File: src/rtl/i2c_start_pkg.sv
package i2c_start_pkg;

  typedef enum logic [1:0] {
    ST_IDLE  = 2'd0,
    ST_WAIT1 = 2'd1,
    ST_WAIT2 = 2'd2
  } st_e;

  // events raised by the sequencer for one clock
  typedef struct packed {
    logic load;      // load baud counter from reload register
    logic halt;      // stop baud counter
    logic set_s;     // START seen
    logic set_irq;   // START complete
    logic set_bcol;  // bus collision, abort
    logic finish;    // clear the start request bit
  } ev_t;

  localparam int NFLAG   = 3;
  localparam int FL_IRQ  = 0;
  localparam int FL_BCOL = 1;
  localparam int FL_WCOL = 2;

endpackage

File: src/rtl/i2c_start_baud.sv
module i2c_start_baud #(
  parameter int BRG_W = 7
) (
  input  logic             clk,
  input  logic             rst,
  input  logic             load,
  input  logic             halt,
  input  logic [BRG_W-1:0] reload,
  output logic             expired
);

  logic [BRG_W-1:0] cnt_q;
  logic             run_q;

  always_ff @(posedge clk) begin
    if (rst) begin
      cnt_q <= '0;
      run_q <= 1'b0;
    end else if (load) begin
      cnt_q <= reload;
      run_q <= 1'b1;
    end else if (halt) begin
      run_q <= 1'b0;
    end else if (run_q && (cnt_q != '0)) begin
      cnt_q <= cnt_q - 1'b1;
    end
  end

  assign expired = run_q && (cnt_q == '0);

endmodule

File: src/rtl/i2c_start_fsm.sv
module i2c_start_fsm
  import i2c_start_pkg::*;
(
  input  logic clk,
  input  logic rst,
  input  logic start_req,
  input  logic sda_in,
  input  logic scl_in,
  input  logic expired,
  output ev_t  ev,
  output logic sda_low
);

  st_e  st_q, st_d;
  logic sda_d;

  always_comb begin
    st_d  = st_q;
    sda_d = sda_low;
    ev    = '0;
    unique case (st_q)
      ST_IDLE: begin
        if (start_req) begin
          if (sda_in && scl_in) begin
            ev.load = 1'b1;
            st_d    = ST_WAIT1;
          end else begin
            ev.set_bcol = 1'b1;
            ev.finish   = 1'b1;
            sda_d       = 1'b0;
          end
        end
      end
      ST_WAIT1: begin
        if (!scl_in) begin
          ev.set_bcol = 1'b1;
          ev.finish   = 1'b1;
          ev.halt     = 1'b1;
          sda_d       = 1'b0;
          st_d        = ST_IDLE;
        end else if (expired) begin
          if (sda_in) begin
            sda_d    = 1'b1;
            ev.set_s = 1'b1;
            ev.load  = 1'b1;
            st_d     = ST_WAIT2;
          end else begin
            ev.set_bcol = 1'b1;
            ev.finish   = 1'b1;
            ev.halt     = 1'b1;
            sda_d       = 1'b0;
            st_d        = ST_IDLE;
          end
        end
      end
      ST_WAIT2: begin
        if (expired) begin
          ev.halt    = 1'b1;
          ev.set_irq = 1'b1;
          ev.finish  = 1'b1;
          st_d       = ST_IDLE;
        end
      end
      default: st_d = ST_IDLE;
    endcase
  end

  always_ff @(posedge clk) begin
    if (rst) begin
      st_q    <= ST_IDLE;
      sda_low <= 1'b0;
    end else begin
      st_q    <= st_d;
      sda_low <= sda_d;
    end
  end

endmodule

File: src/rtl/i2c_start_regs.sv
module i2c_start_regs
  import i2c_start_pkg::*;
#(
  parameter int CMD_W  = 5,
  parameter int BRG_W  = 7,
  parameter int DATA_W = 8
) (
  input  logic              clk,
  input  logic              rst,
  input  logic              cmd_we,
  input  logic [CMD_W-1:0]  cmd_wdata,
  input  logic              reload_we,
  input  logic [BRG_W-1:0]  reload_wdata,
  input  logic              buf_we,
  input  logic [DATA_W-1:0] buf_wdata,
  input  logic [NFLAG-1:0]  clr_v,
  input  ev_t               ev,
  output logic [CMD_W-1:0]  cmd_q,
  output logic [BRG_W-1:0]  reload_q,
  output logic [DATA_W-1:0] buf_q,
  output logic [NFLAG-1:0]  flag_q,
  output logic              seen_q
);

  logic             busy;
  logic [NFLAG-1:0] set_v;

  assign busy = cmd_q[0];

  always_comb begin
    set_v          = '0;
    set_v[FL_IRQ]  = ev.set_irq;
    set_v[FL_BCOL] = ev.set_bcol;
    set_v[FL_WCOL] = buf_we && busy;
  end

  always_ff @(posedge clk) begin
    if (rst) begin
      cmd_q    <= '0;
      reload_q <= '0;
      buf_q    <= '0;
      flag_q   <= '0;
      seen_q   <= 1'b0;
    end else begin
      if (cmd_we && !busy) begin
        cmd_q <= cmd_wdata;
      end else if (ev.finish) begin
        cmd_q[0] <= 1'b0;
      end
      if (reload_we) begin
        reload_q <= reload_wdata;
      end
      if (buf_we && !busy) begin
        buf_q <= buf_wdata;
      end
      flag_q <= set_v | (flag_q & ~clr_v);
      if (ev.set_bcol) begin
        seen_q <= 1'b0;
      end else if (ev.set_s) begin
        seen_q <= 1'b1;
      end
    end
  end

endmodule

File: src/rtl/i2c_start_gen.sv
module i2c_start_gen
  import i2c_start_pkg::*;
#(
  parameter int CMD_W  = 5,
  parameter int BRG_W  = 7,
  parameter int DATA_W = 8
) (
  input  logic              clk,
  input  logic              rst,
  input  logic              cmd_we,
  input  logic [CMD_W-1:0]  cmd_wdata,
  output logic [CMD_W-1:0]  cmd_bits,
  input  logic              reload_we,
  input  logic [BRG_W-1:0]  reload_wdata,
  input  logic              buf_we,
  input  logic [DATA_W-1:0] buf_wdata,
  output logic [DATA_W-1:0] buf_q,
  input  logic              clr_irq,
  input  logic              clr_bcol,
  input  logic              clr_wcol,
  input  logic              sda_in,
  input  logic              scl_in,
  output logic              sda_drive_low,
  output logic              scl_drive_low,
  output logic              start_seen,
  output logic              irq_flag,
  output logic              bcol_flag,
  output logic              wcol_flag
);

  ev_t              ev;
  logic             expired;
  logic [BRG_W-1:0] reload_q;
  logic [NFLAG-1:0] flag_q;
  logic [NFLAG-1:0] clr_v;

  always_comb begin
    clr_v          = '0;
    clr_v[FL_IRQ]  = clr_irq;
    clr_v[FL_BCOL] = clr_bcol;
    clr_v[FL_WCOL] = clr_wcol;
  end

  i2c_start_regs #(
    .CMD_W (CMD_W),
    .BRG_W (BRG_W),
    .DATA_W(DATA_W)
  ) u_regs (
    .clk         (clk),
    .rst         (rst),
    .cmd_we      (cmd_we),
    .cmd_wdata   (cmd_wdata),
    .reload_we   (reload_we),
    .reload_wdata(reload_wdata),
    .buf_we      (buf_we),
    .buf_wdata   (buf_wdata),
    .clr_v       (clr_v),
    .ev          (ev),
    .cmd_q       (cmd_bits),
    .reload_q    (reload_q),
    .buf_q       (buf_q),
    .flag_q      (flag_q),
    .seen_q      (start_seen)
  );

  i2c_start_baud #(.BRG_W(BRG_W)) u_baud (
    .clk    (clk),
    .rst    (rst),
    .load   (ev.load),
    .halt   (ev.halt),
    .reload (reload_q),
    .expired(expired)
  );

  i2c_start_fsm u_fsm (
    .clk      (clk),
    .rst      (rst),
    .start_req(cmd_bits[0]),
    .sda_in   (sda_in),
    .scl_in   (scl_in),
    .expired  (expired),
    .ev       (ev),
    .sda_low  (sda_drive_low)
  );

  assign scl_drive_low = 1'b0;
  assign irq_flag      = flag_q[FL_IRQ];
  assign bcol_flag     = flag_q[FL_BCOL];
  assign wcol_flag     = flag_q[FL_WCOL];

endmodule

File: config.mk
export PLATFORM = sky130hd
export DESIGN_NAME = i2c_start_gen
export DESIGN_NICKNAME = d
export VERILOG_FILES = /design/src/rtl/i2c_start_pkg.sv /design/src/rtl/i2c_start_baud.sv /design/src/rtl/i2c_start_fsm.sv /design/src/rtl/i2c_start_regs.sv /design/src/rtl/i2c_start_gen.sv
export SDC_FILE = /design/constraint.sdc
export NUM_CORES = 1
export LEC_CHECK = 0
export ABC_AREA = 1
export BUFFER_PORTS_ARGS = -buffer_cell sky130_fd_sc_hd__buf_2
export CAP_MARGIN = 20
export CORE_MARGIN = 8
export CORE_UTILIZATION = 47
export DETAILED_ROUTE_END_ITERATION = 8
export HOLD_SLACK_MARGIN = 0.02
export PLACE_DENSITY = 0.77
export SLEW_MARGIN = 20
export SYNTH_ARGS = -nofsm -noshare
export SYNTH_HDL_FRONTEND = slang
export SYNTH_HIERARCHICAL = 1
export SYNTH_SLANG_ARGS = --single-unit
export TNS_END_PERCENT = 50
File: constraint.sdc
create_clock -name clk -period 1.8 [get_ports clk]
set_input_delay 0.36 -clock clk [delete_from_list [all_inputs] [get_ports clk]]
set_output_delay 0.36 -clock clk [all_outputs]
set_load 0.05 [all_outputs]
Word level (Yosys, flattened, before mapping)

Index checks and enable logic that the tools add are counted.

$add $sub $neg: 1
Multipliers: 0
Divide/modulo/power cells: 0
$lt $le $gt $ge: 0
Equality and inequality tests: 8
Shift operators: 0
Multiplexer cells: 39
Bitwise logic cells: 3
Reduce and logical (&&, ||, !) cells: 18

Operators by type and width:

| kind                  | count |
|---|---|
| $mux W2               | 11 |
| $mux W7               | 3 |
| $mux W1               | 18 |
| $pmux W1 S2           | 4 |
| $reduce_and A4 Y1     | 2 |
| $reduce_bool A2 Y1    | 4 |
| $logic_not A7 Y1      | 1 |
| $reduce_bool A7 Y1    | 1 |
| $sub A7 B1 Y7 const B | 1 |
| $logic_and A1 B1 Y1   | 6 |
| $ne A2 B2 Y1 const B  | 3 |
| $pmux W2 S3           | 1 |
| $ne A2 B1 Y1 const B  | 2 |
| $and A3 B3 Y3         | 1 |
| $mux W3               | 1 |
| $ne A3 B3 Y1 const B  | 1 |
| $not A3 Y3            | 1 |
| $or A3 B3 Y3          | 1 |
| $pmux W1 S3           | 1 |
| $eq A2 B1 Y1 const B  | 1 |
| $eq A2 B2 Y1 const B  | 1 |
| $logic_not A2 Y1      | 1 |
| $reduce_and A2 Y1     | 1 |
| $reduce_or A2 Y1      | 1 |
| $logic_not A1 Y1      | 1 |

Register bits after elaboration: 35
Latch bits: 0
Memory bits (writable): 0
ROM bits: 0
Input bits: 30
Output and inout bits: 19
Word-level logic and storage cells: 79
Memories: 0

Longest topological paths before layout

Word-level depth: 7
Depth in mapped cells: 16

By module

The synthesis kept the hierarchy.

By module, submodules not included:

| module         | instances | cells each | area each (µm²) |
|---|---|---|---|
| i2c_start_regs | 1         | 131        | 994.7 |
| i2c_start_baud | 1         | 87         | 554.3 |
| i2c_start_fsm  | 1         | 52         | 310.3 |
| i2c_start_gen  | 1         | 2          | 11.3 |

Worst setup path before layout

Ideal clock, no wire load.

Path kind: register to register
Start point: register u_baud.cnt_q[0]
End point: register u_baud.cnt_q[1]
Data arrival time: 1746 ps
Setup slack: -66 ps
Stages on the path, launching flop included: 16
Path buffers: 2
Clock period less this slack: 1866 ps
Path through: dfxtp_1 > inv_1 > ha_1 > inv_1 > nor2_1 > nand3_1 > nor2_1 > inv_1 > o22ai_1 > buf_6 > inv_4 > nand4_2 > nand2_2 > buf_6 > o21ai_1 > a21oi_1

RTL lines:

| what                   | line                 | text |
|---|---|---|
| start, declared        | i2c_start_baud.sv:12 | `logic [BRG_W-1:0] cnt_q;` |
| start signal, assigned | i2c_start_baud.sv:20 | `cnt_q <= reload;` |
| start signal, assigned | i2c_start_baud.sv:25 | `cnt_q <= cnt_q - 1'b1;` |

==> results.toml <==
[timing]
setup_slack_ns = -0.0442
finalSetupViolCount = 6
final_max_slew_viol_count = 0
finalHoldViolations = 0
fmax_mhz = 542
clock_skew_ns = 0.00796
fin_crit_ns = 1.84
rsz0062_at_grt = "yes"
min_period_over_period = 1.02

[logic_synthesis]
ys_types = 26
synthesis.area_um2 = 1870
postSynth.asyncResetShare = 0
netlist_instances = 272
ys_seq_elements = 35
synth_ff_type = "dfxtp_1"
synth-edff-count = 0
yosysWarnings = 6
synth_top_cell_by_area = "dfxtp_1"
syn-num-nets = 308
avgSynthCellArea_um2 = 6.88
yosysSeqAreaShare = 0.375
yosys-top-cells-area = "dfxtp_1 (37%), nor2_1 (11%), nand2_1 (10%)"
yosysTopAreaCellShare = 0.375

[pwr]
clkPwrFrac = 0.308
cellInternalPower_w = 0.00149
p_leak_nw = 1.28
p_per_area_nw_per_um2 = 923
comb_power_share = 0.301
ir_drop_mv = 0.627
p_switching_w = 0.000779
p_seq_frac = 0.391
swShare = 0.344

[final_layout]
areaGrowthSynthToFinish_pct = 31.3
fin_util = 0.628
design_area_um2 = 2460
final_nets = 373
num_antenna_cells = 0
layout-drive-gt1-share = 0.358
fillers = 381

[floorplanning]
die_w_um = 79.1
core_um2 = 3910
die_area_um2 = 6250
rows = 23
die_h_um = 79.1
floorplan.initialDensity = 0.478
pin_count = 49

[placed_design]
numPortBuffers = 47
place_congestion = 0.862
dp_hpwl_um = 3330
dpl_cell_area_um2 = 2220

[critical_path]
reg2reg_to = "u_baud/cnt_q[5]"
max_stage_delay_ns = 0.32
crit-reg2reg-launch = "u_baud/cnt_q[1]"
critPathCapture = "u_baud/cnt_q[5]"
cp_slowest_cell = "dfxtp_2"
cp-start-kind = "flip-flop"
worst_ep_arrival_time_ns = 2.00
rrSetupSlack_ns = -0.04
crit_chain = "inv_2 -> ha_4 -> inv_2 -> nor2_4 -> nand3_2 -> nor2_4 -> inv_4 -> nand2_2 -> nand3_2 -> a21boi_2 -> o21ai_4 -> nand2_4 -> nor2_2 -> nand2_1 -> a21oi_1"
crit_fanout = 6
crit_required_ns = 1.96
worst-r2r-cell-count = 15
critPathKind = "flip-flop to flip-flop"
crit_start = "u_baud/cnt_q[1]"
cp-end-kind = "flip-flop"

[min_path]
hold_path.class = "input pin to flip-flop"
whs_path_depth = 3

[cts]
cts_tree = "yes"
cts-root-buf = "clkbuf_8"
clk_pin_slew_worst_paths_ns = 0.08
cts_hold_buffers = 0
cts_max_path_buffers = 2
clk_latency_ns = 0.29
numCtsBuffers = 5
cts_sinks = 35
htreeDepth = 2

[global_route]
grt_overflow_total = 0
grt_pass1_vias = 1780
antenna_found_initial = 0
grt_usage = 0.145
grt_start_max_net_pins = 20
grt_pass1_wl_um = 7580

[routing]
drc = 0
wl_per_cell_um = 12.1
dr.pass1.iters = 4
detail-route-antenna-nets = 0
num_vias = 1826
wl_um = 4710
via_per_inst = 4.71
drt_iter0_drc = 97

[run]
maxCapViolCount = 0

[status]
status = "finished, violations left"
violations = "negative setup slack"
## critical path: cells and delay by family, from the launching register on
family          cells  cell delay [ns]
simple gates        8             0.73
compound gates      3             0.35
flops               1             0.32
buf+inv             3             0.17
fa+ha+maj           1             0.13
## sequential cells by signal, indices dropped and copies added, names as in the netlist
signal	flops
u_regs/flag_q	3
u_regs/buf_q	8
u_regs/reload_q	7
u_fsm/sda_low	1
u_baud/run_q	1
u_regs/seen_q	1
u_fsm/st_q	2
u_regs/cmd_q	5
u_baud/cnt_q	7
## cell families (layout without fill, tap and decap cells)
logic type / count (synthesis) / count (layout) / share of synthesized area
other cells: 1 / 1 / 0.00200
xor+xnor: 1 / 1 / 0.00468
buf+inv: 49 / 114 / 0.120
flops: 35 / 35 / 0.375
simple gates: 154 / 155 / 0.385
fa+ha+maj: 6 / 6 / 0.0401
compound gates: 26 / 26 / 0.0736
## Yosys cell counts, drive strengths merged (2+ instances only)
library cell / count
nor2: 68
nand2: 55
inv: 43
dfxtp: 35
nand3: 27
o21ai: 14
a21oi: 10
buf: 6
ha: 6
nand4: 2
## worst min path at each step
stage | startpoint | to | slack, ns
after global placement | u_regs/flag_q[2] | u_regs/flag_q[2] | 0.46
final | reload_wdata[3] | u_regs/reload_q[3] | 0.30
after global routing | reload_wdata[3] | u_regs/reload_q[3] | 0.29
after CTS | reload_wdata[4] | u_regs/reload_q[4] | 0.29
after detailed placement | u_regs/buf_q[7] | u_regs/buf_q[7] | 0.47
after floorplan | rst | u_regs/cmd_q[0] | 0.42
## layout by cell type (no fill, tap or decap), types with 2 or more instances in the layout
cell,Yosys,routed
ha_1,6,5
clkbuf_8,0,5
nand2_2,5,7
buf_2,0,47
nor2_1,56,53
dfxtp_2,0,3
o21ai_0,11,10
nand2_1,50,47
nor2_4,3,5
buf_4,2,13
inv_1,39,34
a21oi_1,10,10
o21ai_1,2,3
nor2_2,9,10
nand3_1,20,18
inv_4,1,2
dfxtp_1,35,32
buf_6,4,3
nand2_4,0,2
nand3_2,7,9
inv_2,3,7
## layout make-up
class,count,area (um2),share of cell area
sequential,35,704,0.287
timing repair buffer,63,367,0.149
tap,50,62.6,0.0255
multi-input combinational,189,1040,0.425
clock inverter,3,43.8,0.0178
inverter,43,166,0.0678
clock buffer,5,68.8,0.0280
## per-layer routing
layer	track usage	routed length, um	up-vias
met4	0.0444	38	0
met2	0.243	2450	34
met3	0.0406	222	5
met5	0	0	-
met1	0.174	2000	825
li1	-	-	962
## repair_timing
action,in CTS,in global routing
gates resized for setup,6,22
setup buffers,1,1
cloned,0,1
pin swaps,3,14
setup endpoints to repair,7,9
## power groups by stage
stage | combinational, W | clock, W | sequential, W
2_1_floorplan | 0.000346 | 0 | 0.00103
3_3_place_gp | 0.000627 | 0 | 0.000900
3_5_place_dp | 0.000634 | 0 | 0.000901
4_1_cts | 0.000654 | 0.000712 | 0.000885
5_1_grt | 0.000752 | 0.000755 | 0.000893
6_report | 0.000681 | 0.000699 | 0.000886
## through the flow
| step | total power, W | hold WS [ns] | TNS (ns) | setup WS [ns] | std cells |
|---|---|---|---|---|---|
| after floorplan | 0.00137 | 0.422 | 0 | 0.00142 | 272 |
| after global placement | 0.00153 | 0.459 | 0 | 0.00506 | 377 |
| after detailed placement | 0.00154 | 0.467 | -0.585 | -0.101 | 377 |
| after CTS | 0.00225 | 0.294 | 0 | 0.00531 | 386 |
| after global routing | 0.00240 | 0.293 | -0.939 | -0.160 | 388 |
| final | 0.00227 | 0.298 | -0.146 | -0.0442 | 388 |
No activity file was read; power rests on OpenSTA's default activity.
